File: config.mk
export PLATFORM = sky130hd
export DESIGN_NAME = mbist_marchcp
export DESIGN_NICKNAME = d
export VERILOG_FILES = /design/src/rtl/mbist_marchcp.sv
export SDC_FILE = /design/constraint.sdc
export NUM_CORES = 1
export LEC_CHECK = 0
export BUFFER_PORTS_ARGS = -buffer_cell sky130_fd_sc_hd__buf_2
export CAP_MARGIN = 20
export CORE_MARGIN = 1
export CORE_UTILIZATION = 40
export CTS_BUF_LIST = sky130_fd_sc_hd__clkbuf_2 sky130_fd_sc_hd__clkbuf_4 sky130_fd_sc_hd__clkbuf_8
export CTS_CLUSTER_DIAMETER = 50
export DETAILED_ROUTE_END_ITERATION = 12
export SKIP_LAST_GASP = 1
export SYNTH_ARGS = -nofsm -noshare
export SYNTH_HDL_FRONTEND = slang
export SYNTH_SLANG_ARGS = --single-unit
export TNS_END_PERCENT = 5
File: constraint.sdc
create_clock -name clk -period 2.85 [get_ports clk]
set_input_delay 0.1425 -clock clk [delete_from_list [all_inputs] [get_ports clk]]
set_output_delay 0.1425 -clock clk [all_outputs]
set_load 0.01 [all_outputs]
File: src/rtl/mbist_marchcp.sv
module mbist_marchcp #(
  parameter int AW = 6,
  parameter int DW = 8
) (
  input  logic          clk,
  input  logic          rst_n,
  input  logic          start,
  input  logic          diag_mode,
  output logic          mem_en,
  output logic          mem_we,
  output logic [AW-1:0] mem_addr,
  output logic [DW-1:0] mem_wdata,
  input  logic [DW-1:0] mem_rdata,
  output logic          meas_en,
  output logic          scan_out,
  output logic          scan_valid,
  output logic          busy,
  output logic          done,
  output logic          fail
);
  localparam int RL = 5 + AW + DW;
  localparam int CW = $clog2(RL + 1);

  typedef enum logic [1:0] {S_IDLE, S_RUN, S_SCAN, S_DONE} st_t;
  st_t st;

  logic [2:0]    elem;
  logic [1:0]    pos;
  logic [AW-1:0] addr;
  logic          seq_end, diag_q;
  logic          chk_valid;
  logic [DW-1:0] chk_exp;
  logic [4:0]    chk_op;
  logic [AW-1:0] chk_addr;
  logic [RL-1:0] sreg;
  logic [CW-1:0] cnt;

  logic is_wr, bit_v, desc, addr_end, pos_last, mism, issue;

  assign is_wr    = (elem == 3'd0) || (elem >= 3'd1 && elem <= 3'd4 && pos == 2'd1);
  assign bit_v    = (elem == 3'd1 || elem == 3'd3) ? (pos != 2'd0) :
                    (elem == 3'd2 || elem == 3'd4) ? (pos == 2'd0) : 1'b0;
  assign desc     = (elem == 3'd3) || (elem == 3'd4);
  assign addr_end = desc ? (addr == '0) : (addr == '1);
  assign pos_last = (elem == 3'd0 || elem == 3'd5) ? 1'b1 : (pos == 2'd2);
  assign mism     = chk_valid && (mem_rdata != chk_exp);
  assign issue    = (st == S_RUN) && !seq_end && !(diag_q && mism);

  assign mem_en     = issue;
  assign mem_we     = issue && is_wr;
  assign mem_addr   = addr;
  assign mem_wdata  = {DW{bit_v}};
  assign meas_en    = issue && (elem >= 3'd1) && (elem <= 3'd4) && (pos == 2'd2);
  assign scan_out   = sreg[RL-1];
  assign scan_valid = (st == S_SCAN);
  assign busy       = (st == S_RUN) || (st == S_SCAN);
  assign done       = (st == S_DONE);

  always_ff @(posedge clk or negedge rst_n) begin
    if (!rst_n) begin
      st        <= S_IDLE;
      elem      <= '0;
      pos       <= '0;
      addr      <= '0;
      seq_end   <= 1'b0;
      diag_q    <= 1'b0;
      chk_valid <= 1'b0;
      chk_exp   <= '0;
      chk_op    <= '0;
      chk_addr  <= '0;
      sreg      <= '0;
      cnt       <= '0;
      fail      <= 1'b0;
    end else begin
      case (st)
        S_IDLE, S_DONE: if (start) begin
          st        <= S_RUN;
          elem      <= '0;
          pos       <= '0;
          addr      <= '0;
          seq_end   <= 1'b0;
          diag_q    <= diag_mode;
          chk_valid <= 1'b0;
          fail      <= 1'b0;
        end
        S_RUN: begin
          chk_valid <= issue && !is_wr;
          if (issue && !is_wr) begin
            chk_exp  <= {DW{bit_v}};
            chk_op   <= {elem, pos};
            chk_addr <= addr;
          end
          if (mism) begin
            fail <= 1'b1;
            if (diag_q) begin
              sreg <= {chk_op, chk_addr, mem_rdata ^ chk_exp};
              cnt  <= CW'(RL - 1);
              st   <= S_SCAN;
            end
          end else if (seq_end && !chk_valid) begin
            st <= S_DONE;
          end
          if (issue) begin
            if (!pos_last) begin
              pos <= pos + 2'd1;
            end else begin
              pos <= '0;
              if (addr_end) begin
                if (elem == 3'd5) seq_end <= 1'b1;
                else begin
                  elem <= elem + 3'd1;
                  addr <= (elem == 3'd2 || elem == 3'd3) ? '1 : '0;
                end
              end else begin
                addr <= desc ? addr - 1'b1 : addr + 1'b1;
              end
            end
          end
        end
        S_SCAN: begin
          sreg <= sreg << 1;
          if (cnt == '0) st <= S_RUN;
          else cnt <= cnt - 1'b1;
        end
        default: st <= S_IDLE;
      endcase
    end
  end
endmodule

==> results.cfg <==
[place]
placed_cell_area_um2 = 3720
io_buffers = 33
dp_slack_ns = 0.101
dp_hpwl_mm = 5.31
gp_congestion = 0.778

[layout]
multi_input_area_um2 = 1980
final_common_cell = dfrtp_1
num-nets-final = 386
fillers = 813
antenna_cells = 0
fin_area_um2 = 3820
layout_common_cells = dfrtp_1, buf_2, nand2_1, mux2_2, mux2_4
syn_to_final_growth_pct = 8.34
regArea_um2 = 1330
drive_gt1_share_pct = 30.1

[synthesis]
ys_ff_latch = 53
ys_types = 61
netlist_area_um2 = 3530
avgSynthCellArea_um2 = 10.6
synth_top_area_share_pct = 37.6
synthArstFlopShare_pct = 100
seq_area_frac_synth_pct = 37.6
synth_edf_count = 0
synthCells = 332
yosysTopAreaCell = dfrtp_1
synth.area.top_cells = dfrtp_1, mux2_4, mux2_2
synthesis.nets = 362
synthFlopType = dfrtp_1
ys.warnings.count = 0

[clock_tree]
cts_tree = yes
cts.sinks = 53
root_buffer = clkbuf_8
post-cts-setup-buffers = 0
insertion_delay_ns = 0.31
clockBufferDepth = 2
cts_htree_levels = 2
cts_buffers = 5
cts.clk_slew.worst_paths_ns = 0.10

[timing]
setup_tns_ns = 0
final_max_slew_viol_count = 0
tightest_slew_ns = 0.764
slew_headroom_pct = 48.5
fin_ws_ns = 0.186
fmax_mhz = 375
rsz0062_at_grt = false
finalCriticalPeriod_ns = 2.66
final.setup_skew_ns = 0.0101
timing.final.crit_share_pct = 93.5
hold_violations = 0
setup_violations = 0

[grt]
grt_pass1_wl_mm = 12.4
use_met2_pct = 30.7
grt_max_degree = 38
antenna_found_initial = 0
grt_pass1_vias = 2484
grt_usage_pct = 17.7
grtUsageMet1_pct = 23.0
use_met3_pct = 2.61
grt.busiest_layer = met2
grt-ovfl-total = 0

[detailed_routing]
drt_first_pass_iters = 4
initialDrtViolationCount = 83
vias = 2579
wl_per_cell_um = 15.7
drcViolationCount = 0
ant_nets = 0
vias_per_cell = 5.59
totalWireLength_mm = 7.22

[die]
die_w_um = 95.9
num_io_pins = 34
start_util_pct = 42.1
coreArea_um2 = 8380
rows = 33
die_h_um = 95.9
die-area_um2 = 9190

[pwr]
ir_drop_uv = 180
p_int_uw = 960
clkPwrFrac_pct = 35.7
switchingPower_uw = 273
leakage_uw = 0.00169
power_frac_seq_pct = 61.0
swShare_pct = 22.1
combinationalPowerShare_pct = 3.3
power.density_nw_per_um2 = 323

[status]
outcome = finished, final reports clean

[setup_path]
startpoint_type = flip-flop
crit_required_ns = 3.08
path_max_fanout = 8
critPathKind = flip-flop to flip-flop
cp-end-kind = flip-flop
crit_arrival_ns = 2.89

[flow_run]
cap_violations = 0

[hold_path]
hold_class = input port to flip-flop
## what timing repair did
item / CTS / global route
hold buffers: 1 / 0
resized for setup: 0 / 3
hold endpoints to repair: 17 / 0
endpoints found under the setup margin: 0 / 1
## metrics by stage
stage	std cells	hold slack [ns]	utilization (%)	power, µW
6_report	461	0.0561	45.6	1230
5_1_grt	461	0.0509	45.6	1290
3_3_place_gp	453	0.122	44.3	809
2_1_floorplan	332	-0.153	-	779
3_5_place_dp	453	0.117	44.3	810
4_1_cts	461	0.0451	45.5	1260
## state kept, by name, summed over array words and instances, names as in the netlist
signal     count
fail           1
cnt            5
diag_q         1
sreg          19
mem_addr       6
seq_end        1
chk_valid      1
chk_exp        1
elem           3
chk_op         5
pos            2
st             2
chk_addr       6
## synth_stat cells (7+ instances only)
| cell type | number |
|---|---|
| a21oi_1 | 7 |
| buf_4 | 8 |
| dfrtp_1 | 53 |
| ha_1 | 17 |
| inv_1 | 17 |
| mux2_2 | 26 |
| mux2_4 | 20 |
| nand2_1 | 28 |
| nand2b_1 | 7 |
| nor2_1 | 18 |
| o21ai_0 | 14 |
| o311ai_1 | 7 |
| xnor2_1 | 8 |
## power groups by stage
stage / Combinational, µW / Sequential [µW] / Clock (µW)
after floorplan: 11.9 / 768 / 0
after global placement: 41.7 / 767 / 0
after detailed placement: 42.1 / 767 / 0
after CTS: 43.2 / 753 / 460
after global routing: 47.4 / 753 / 490
final: 41.0 / 752 / 440
## cell type report
| class | instances | area share [%] |
|---|---|---|
| Multi-Input combinational cell | 238 | 51.9 |
| Clock inverter | 1 | 0.197 |
| Clock buffer | 6 | 2.16 |
| Sequential cell | 53 | 34.8 |
| Inverter | 18 | 1.77 |
| Tap cell | 105 | 3.44 |
| Timing Repair Buffer | 40 | 5.76 |
## metal layers
metal  routed length, µm  share of wire (%)
met5                   0                  0
met2                3700                 51
met1                3280                 45
met4                  86                1.2
met3                 151                2.1
## worst max-delay path: stages (launching register included)
cell and delay (ns):
dfrtp_2 0.44, inv_1 0.11, ha_1 0.26, mux2_4 0.33, ha_1 0.30, a211o_1 0.32
a21o_1 0.17, a2111oi_1 0.42, nor3_1 0.08, o211ai_1 0.16
## final timing paths
check / start / depth (start not counted) / slack [ns] / to
min in group asynchronous: rst_n / 2 / 0.30 / mem_addr[0]$_DFFE_PN0P_
max in group asynchronous: rst_n / 3 / 1.70 / elem[1]$_DFFE_PN0P_
hold reg to reg: chk_addr[5]$_DFFE_PN0P_ / 1 / 0.51 / chk_addr[5]$_DFFE_PN0P_
setup reg to reg: elem[0]$_DFFE_PN0P_ / 9 / 0.19 / mem_addr[5]$_DFFE_PN0P_
hold / removal: diag_mode / 2 / 0.06 / diag_q$_DFFE_PN0P_
setup / recovery: elem[0]$_DFFE_PN0P_ / 9 / 0.19 / mem_addr[5]$_DFFE_PN0P_
## cells by family after synthesis
kind of cell,share of synthesized area [%]
XOR/XNOR,1.99
AO/OA/AOI/OAI,16.0
AND/OR/NAND/NOR,13.5
multiplexers,18.1
buffers and inverters,6.21
adder cells (fa/ha/maj),6.60
flip-flops,37.6
No activity file was read; power rests on OpenSTA's default activity.
